===== config.mk =====
export PLATFORM = sky130hd
export DESIGN_NAME = stm_streamer
export DESIGN_NICKNAME = d
export VERILOG_FILES = /design/src/rtl/stm_pkg.sv /design/src/rtl/stm_edge_sync.sv /design/src/rtl/stm_seq_ctrl.sv /design/src/rtl/stm_shifter.sv /design/src/rtl/stm_streamer.sv
export SDC_FILE = /design/constraint.sdc
export NUM_CORES = 1
export LEC_CHECK = 0
export CAP_MARGIN = 25
export CORE_MARGIN = 4
export CORE_UTILIZATION = 34
export DETAILED_ROUTE_END_ITERATION = 10
export DONT_BUFFER_PORTS = 1
export GPL_ROUTABILITY_DRIVEN = 0
export PLACE_DENSITY = 0.5
export SLEW_MARGIN = 10
export SYNTH_ARGS = -nofsm -noshare
export SYNTH_HDL_FRONTEND = slang
export SYNTH_SLANG_ARGS = --single-unit

===== constraint.sdc =====
create_clock -name clk -period 1.9 [get_ports clk]
set_input_delay 0.19 -clock clk [delete_from_list [all_inputs] [get_ports clk]]
set_output_delay 0.19 -clock clk [all_outputs]
set_load 0.05 [all_outputs]

===== src/rtl/stm_pkg.sv =====
`timescale 1ns/1ps
package stm_pkg;
    typedef enum logic [1:0] {
        ST_SYNC  = 2'd0,
        ST_PRIME = 2'd1,
        ST_DATA  = 2'd2,
        ST_NULL  = 2'd3
    } stm_state_e;
endpackage


===== src/rtl/stm_edge_sync.sv =====
`timescale 1ns/1ps
module stm_edge_sync #(
    parameter int STAGES = 2
) (
    input  logic clk,
    input  logic rst_n,
    input  logic async_in,
    output logic rise_p
);
    logic [STAGES-1:0] sync_q;
    logic              prev_q;

    always_ff @(posedge clk or negedge rst_n) begin
        if (!rst_n) begin
            sync_q <= '0;
            prev_q <= 1'b0;
        end else begin
            sync_q <= {sync_q[STAGES-2:0], async_in};
            prev_q <= sync_q[STAGES-1];
        end
    end

    assign rise_p = sync_q[STAGES-1] & ~prev_q;
endmodule


===== src/rtl/stm_seq_ctrl.sv =====
`timescale 1ns/1ps
module stm_seq_ctrl
    import stm_pkg::*;
#(
    parameter int ADDR_W     = 7,
    parameter int BITS       = 8,
    parameter int SYNC_EDGES = 9
) (
    input  logic              clk,
    input  logic              rst_n,
    input  logic              edge_p,
    input  logic              run_en,
    input  logic              restart,
    output stm_state_e        state_o,
    output logic [ADDR_W-1:0] addr_o,
    output logic              load_o,
    output logic              shift_o
);
    localparam int CNT_W = $clog2(SYNC_EDGES);
    localparam int BIT_W = $clog2(BITS);
    localparam logic [CNT_W-1:0] SYNC_LAST = CNT_W'(SYNC_EDGES - 1);
    localparam logic [BIT_W-1:0] BIT_LAST  = BIT_W'(BITS - 1);

    stm_state_e        state_q, state_d;
    logic [CNT_W-1:0]  sync_cnt_q;
    logic [BIT_W-1:0]  bit_cnt_q;
    logic [ADDR_W-1:0] addr_q;
    logic              adv;

    assign adv = edge_p & run_en;

    // state register
    always_ff @(posedge clk or negedge rst_n) begin
        if (!rst_n) state_q <= ST_SYNC;
        else        state_q <= state_d;
    end

    // next state
    always_comb begin
        state_d = state_q;
        unique case (state_q)
            ST_SYNC:  if (adv && sync_cnt_q == SYNC_LAST) state_d = ST_PRIME;
            ST_PRIME: if (adv) state_d = ST_DATA;
            ST_DATA:  if (adv && bit_cnt_q == BIT_LAST) state_d = ST_NULL;
            ST_NULL:  if (adv) state_d = ST_DATA;
        endcase
        if (restart) state_d = ST_PRIME;
    end

    // counters and byte pointer
    always_ff @(posedge clk or negedge rst_n) begin
        if (!rst_n) begin
            sync_cnt_q <= '0;
            bit_cnt_q  <= '0;
            addr_q     <= '0;
        end else if (restart) begin
            bit_cnt_q <= '0;
            addr_q    <= '0;
        end else if (adv) begin
            unique case (state_q)
                ST_SYNC: sync_cnt_q <= sync_cnt_q + 1'b1;
                ST_DATA: begin
                    if (bit_cnt_q == BIT_LAST) begin
                        bit_cnt_q <= '0;
                        addr_q    <= addr_q + 1'b1;
                    end else begin
                        bit_cnt_q <= bit_cnt_q + 1'b1;
                    end
                end
                ST_PRIME, ST_NULL: ;
            endcase
        end
    end

    // outputs
    always_comb begin
        state_o = state_q;
        addr_o  = addr_q;
        load_o  = adv && !restart && (state_q == ST_PRIME || state_q == ST_NULL);
        shift_o = adv && !restart && (state_q == ST_DATA) && (bit_cnt_q != BIT_LAST);
    end
endmodule


===== src/rtl/stm_shifter.sv =====
`timescale 1ns/1ps
module stm_shifter #(
    parameter int BITS = 8
) (
    input  logic            clk,
    input  logic            rst_n,
    input  logic            load,
    input  logic            shift,
    input  logic [BITS-1:0] din,
    output logic            msb
);
    logic [BITS-1:0] sh_q;

    always_ff @(posedge clk or negedge rst_n) begin
        if (!rst_n)     sh_q <= '1;
        else if (load)  sh_q <= din;
        else if (shift) sh_q <= {sh_q[BITS-2:0], 1'b1};
    end

    assign msb = sh_q[BITS-1];
endmodule


===== src/rtl/stm_streamer.sv =====
`timescale 1ns/1ps
module stm_streamer
    import stm_pkg::*;
#(
    parameter int ADDR_W     = 7,
    parameter int BITS       = 8,
    parameter int SYNC_EDGES = 9,
    parameter int SYNC_STAGES = 2
) (
    input  logic              clk,
    input  logic              rst_n,
    input  logic              strm_clk,
    input  logic              run_en,
    input  logic              restart_req,
    output logic [ADDR_W-1:0] rd_addr,
    input  logic [BITS-1:0]   rd_data,
    output logic              line_oe,
    output logic              line_dat
);
    logic       rise_p;
    logic       load, shift, msb;
    stm_state_e st_q;

    stm_edge_sync #(.STAGES(SYNC_STAGES)) sync_i (
        .clk(clk), .rst_n(rst_n), .async_in(strm_clk), .rise_p(rise_p)
    );

    stm_seq_ctrl #(.ADDR_W(ADDR_W), .BITS(BITS), .SYNC_EDGES(SYNC_EDGES)) ctrl_i (
        .clk(clk), .rst_n(rst_n), .edge_p(rise_p), .run_en(run_en),
        .restart(restart_req), .state_o(st_q), .addr_o(rd_addr),
        .load_o(load), .shift_o(shift)
    );

    stm_shifter #(.BITS(BITS)) shift_i (
        .clk(clk), .rst_n(rst_n), .load(load), .shift(shift),
        .din(rd_data), .msb(msb)
    );

    // line outputs
    always_comb begin
        line_oe  = run_en && (st_q == ST_DATA);
        line_dat = line_oe ? msb : 1'b1;
    end
endmodule


==> results.toml <==
[cts]
numCtsBuffers = 3
clk_latency_ps = 270
cts_tree = "yes"
clk_pin_slew_ps = 90
cts.path.max_buffers = 2
clock_sinks = 27
htreeDepth = 1
root_buffer = "clkbuf_8"
post-cts-setup-buffer-count = 0

[critical_path]
cpPeakStageDelay_ps = 580
cp_cell_sequence = "ha_1, ha_1, or3b_2, o21ai_0, a2bb2oi_1"
cp_max_fo = 7
cp_common_cell = "ha_1"
end_kind = "register"
crit_family = "simple AND/OR/NAND/NOR gates"
critPathLaunchType = "register"
cp_num_buf_inv = 0
cp_data_required_time_ps = 2100
cp.arrival_ps = 2030
crit_path_top_delay_cell = "or3b_2"
path_class = "register to register"

[yosys]
ys_top_cells_by_area = "dfrtp_1 (33%), dfstp_2 (14%), o21ai_0 (7.2%)"
ys.flop_type = "dfrtp_1"
syn_area_per_cell_um2 = 10.6
synth_top_area_share_pct = 32.5
syn_area_um2 = 1460
async_flop_share_pct = 100
yosysWarnings = 0
syn_inst = 138
yosysTopAreaCell = "dfrtp_1"
synth_seq_cells = 27
yosysUniqueCellTypes = 36
yosysSeqAreaShare_pct = 46.9
synth_nets = 156
synth_edf_count = 0

[sta]
tightest_slew_ps = 479
period_share_pct = 96.4
fin_tns_setup_ps = 0
setup_viol = 0
report.final.slew_viol_count = 0
relSlewSlack_pct = 68.1
clock.fmax_mhz = 546
rsz0062_at_grt = "no"
hold_viol_final = 0
fin_skew_ps = 5.06
layout_min_cycle_time_ps = 1830

[layout]
layout-drive-gt1-share_pct = 21.7
final_nets = 171
synthToLayoutAreaGrowth_pct = 15.0
fillers = 406
antennaDiodeCount = 0

[detailed_routing]
wl_mm = 3.16
post_drt_wl_per_cell_um = 15.7
first_pass_iters = 4
drt_iter0_markers = 57
ant_nets = 0
drc = 0
avgViaCountPerCell = 5.47
via_count = 1105

[global_routing]
grt_max_degree = 28
antenna_found_initial = 0
grt_pass1_vias = 1116
grt_pass1_wl_mm = 5.37
grt_overflow = 0
gr-usage-all-layers_pct = 12.9

[placed_design]
dp_hpwl_mm = 2.09
portBuffers = 0

[pwr]
p_total_mw = 1.15
vdd_drop_max_uv = 367
p_leak_nw = 0.748
pwr_density_cell_nw_per_um2 = 683

[die]
die_x_um = 73.6
dieArea_um2 = 5420
coreArea_um2 = 4090
rows = 23
initial_core_util_pct = 35.8
die_y_um = 73.6
io_pins = 22

[worst_hold_path]
hp-class = "input port to register"

[job]
cap_viol_max_count = 0

[run_status]
status = "finished clean"
## final timing paths
kind                       slack (ps)                 to           startpoint  cells after the start
max                                70    shift_i.sh_q[5]  ctrl_i.bit_cnt_q[0]                      5
min                                20  ctrl_i.state_o[0]          restart_req                      2
max reg2reg                        70    shift_i.sh_q[5]  ctrl_i.bit_cnt_q[0]                      5
min reg2reg                       360   sync_i.sync_q[1]     sync_i.sync_q[0]                      0
max in group asynchronous        1300    shift_i.sh_q[1]                rst_n                      2
min in group asynchronous         370   ctrl_i.addr_o[1]                rst_n                      2
## sequential cells by signal, summed over array words and instances (netlist names)
signal             count
sync_i.prev_q          1
sync_i.sync_q          2
shift_i.sh_q           8
ctrl_i.state_o         2
ctrl_i.sync_cnt_q      4
ctrl_i.addr_o          7
ctrl_i.bit_cnt_q       3
## cells in the mapped netlist, types with 2 or more instances
| master | n |
|---|---|
| a21oi_1 | 7 |
| a2bb2oi_1 | 7 |
| and3b_1 | 7 |
| clkbuf_1 | 4 |
| dfrtp_1 | 19 |
| dfstp_2 | 8 |
| ha_1 | 5 |
| inv_1 | 6 |
| mux2_2 | 3 |
| nand2_1 | 3 |
| nand3_1 | 7 |
| nand3b_1 | 2 |
| nor2_1 | 6 |
| nor2b_1 | 5 |
| nor4_4 | 2 |
| o21ai_0 | 21 |
| o31ai_1 | 3 |
| or4_1 | 3 |
| xnor2_1 | 3 |
## through the flow
stage                     setup WS (ps)  hold slack, ps  cells  util, %  area [µm²]
final                              69.1            24.5    202     41.2        1680
after detailed placement           93.9            -104    193     38.6        1580
after global placement              162            -105    193     38.6        1580
after floorplan                     205            -106    138        -        1460
after CTS                          89.1            9.60    201     40.9        1670
after global routing               4.69            11.2    202     41.2        1680
## power breakdown
part / total, mW / internal, mW / switching [mW]
logic: 0.132 / 0.0655 / 0.0661
clock network: 0.329 / 0.150 / 0.178
registers: 0.689 / 0.656 / 0.0323
## layer usage
| metal | track usage, % | wire length, µm | vias up |
|---|---|---|---|
| met5 | 0 | 0 | - |
| met4 | 5.43 | 49 | 0 |
| met3 | 2.74 | 139 | 5 |
| met2 | 19.7 | 1440 | 21 |
| met1 | 17.5 | 1530 | 545 |
| li1 | - | - | 534 |
## cells by family (layout without fill, tap and decap cells)
group | count (synthesis) | in the layout | synth area share [%]
fa+ha+maj | 5 | 5 | 4.28
compound gates | 41 | 41 | 17.0
simple gates | 46 | 46 | 23.3
flops | 27 | 27 | 46.9
xor+xnor | 3 | 3 | 1.80
mux | 4 | 4 | 3.08
buf+inv | 12 | 26 | 3.68
## timing repair
item | 4_1_cts | 5_1_grt
resized for setup | 0 | 0
hold endpoints to repair | 34 | 1
hold buffers | 4 | 1
## cell type report
type	count	area, µm²	area share [%]
clock buffers	4	45.0	2.68
inverters	6	22.5	1.34
well taps	50	62.6	3.72
multi-input cells	99	723	43.0
repair buffers	16	143	8.48
flip-flops and latches	27	686	40.8
## layout by cell type, fill, tap and decap left out, types with 2 or more instances in the layout
cell type and n:
o21ai_0 21, dfrtp_1 19, buf_4 11, dfstp_2 8, nand3_1 7, a21oi_1 7, and3b_1 7, a2bb2oi_1 7
inv_1 6, nor2_1 6, nor2b_1 5, ha_1 5, dlygate4sd3_1 4, nand2_1 3, xnor2_1 3, or4_1 3
o31ai_1 3, mux2_2 3, clkbuf_8 3, nand3b_1 2, nor4_4 2
(Power assumes the default switching activity.)
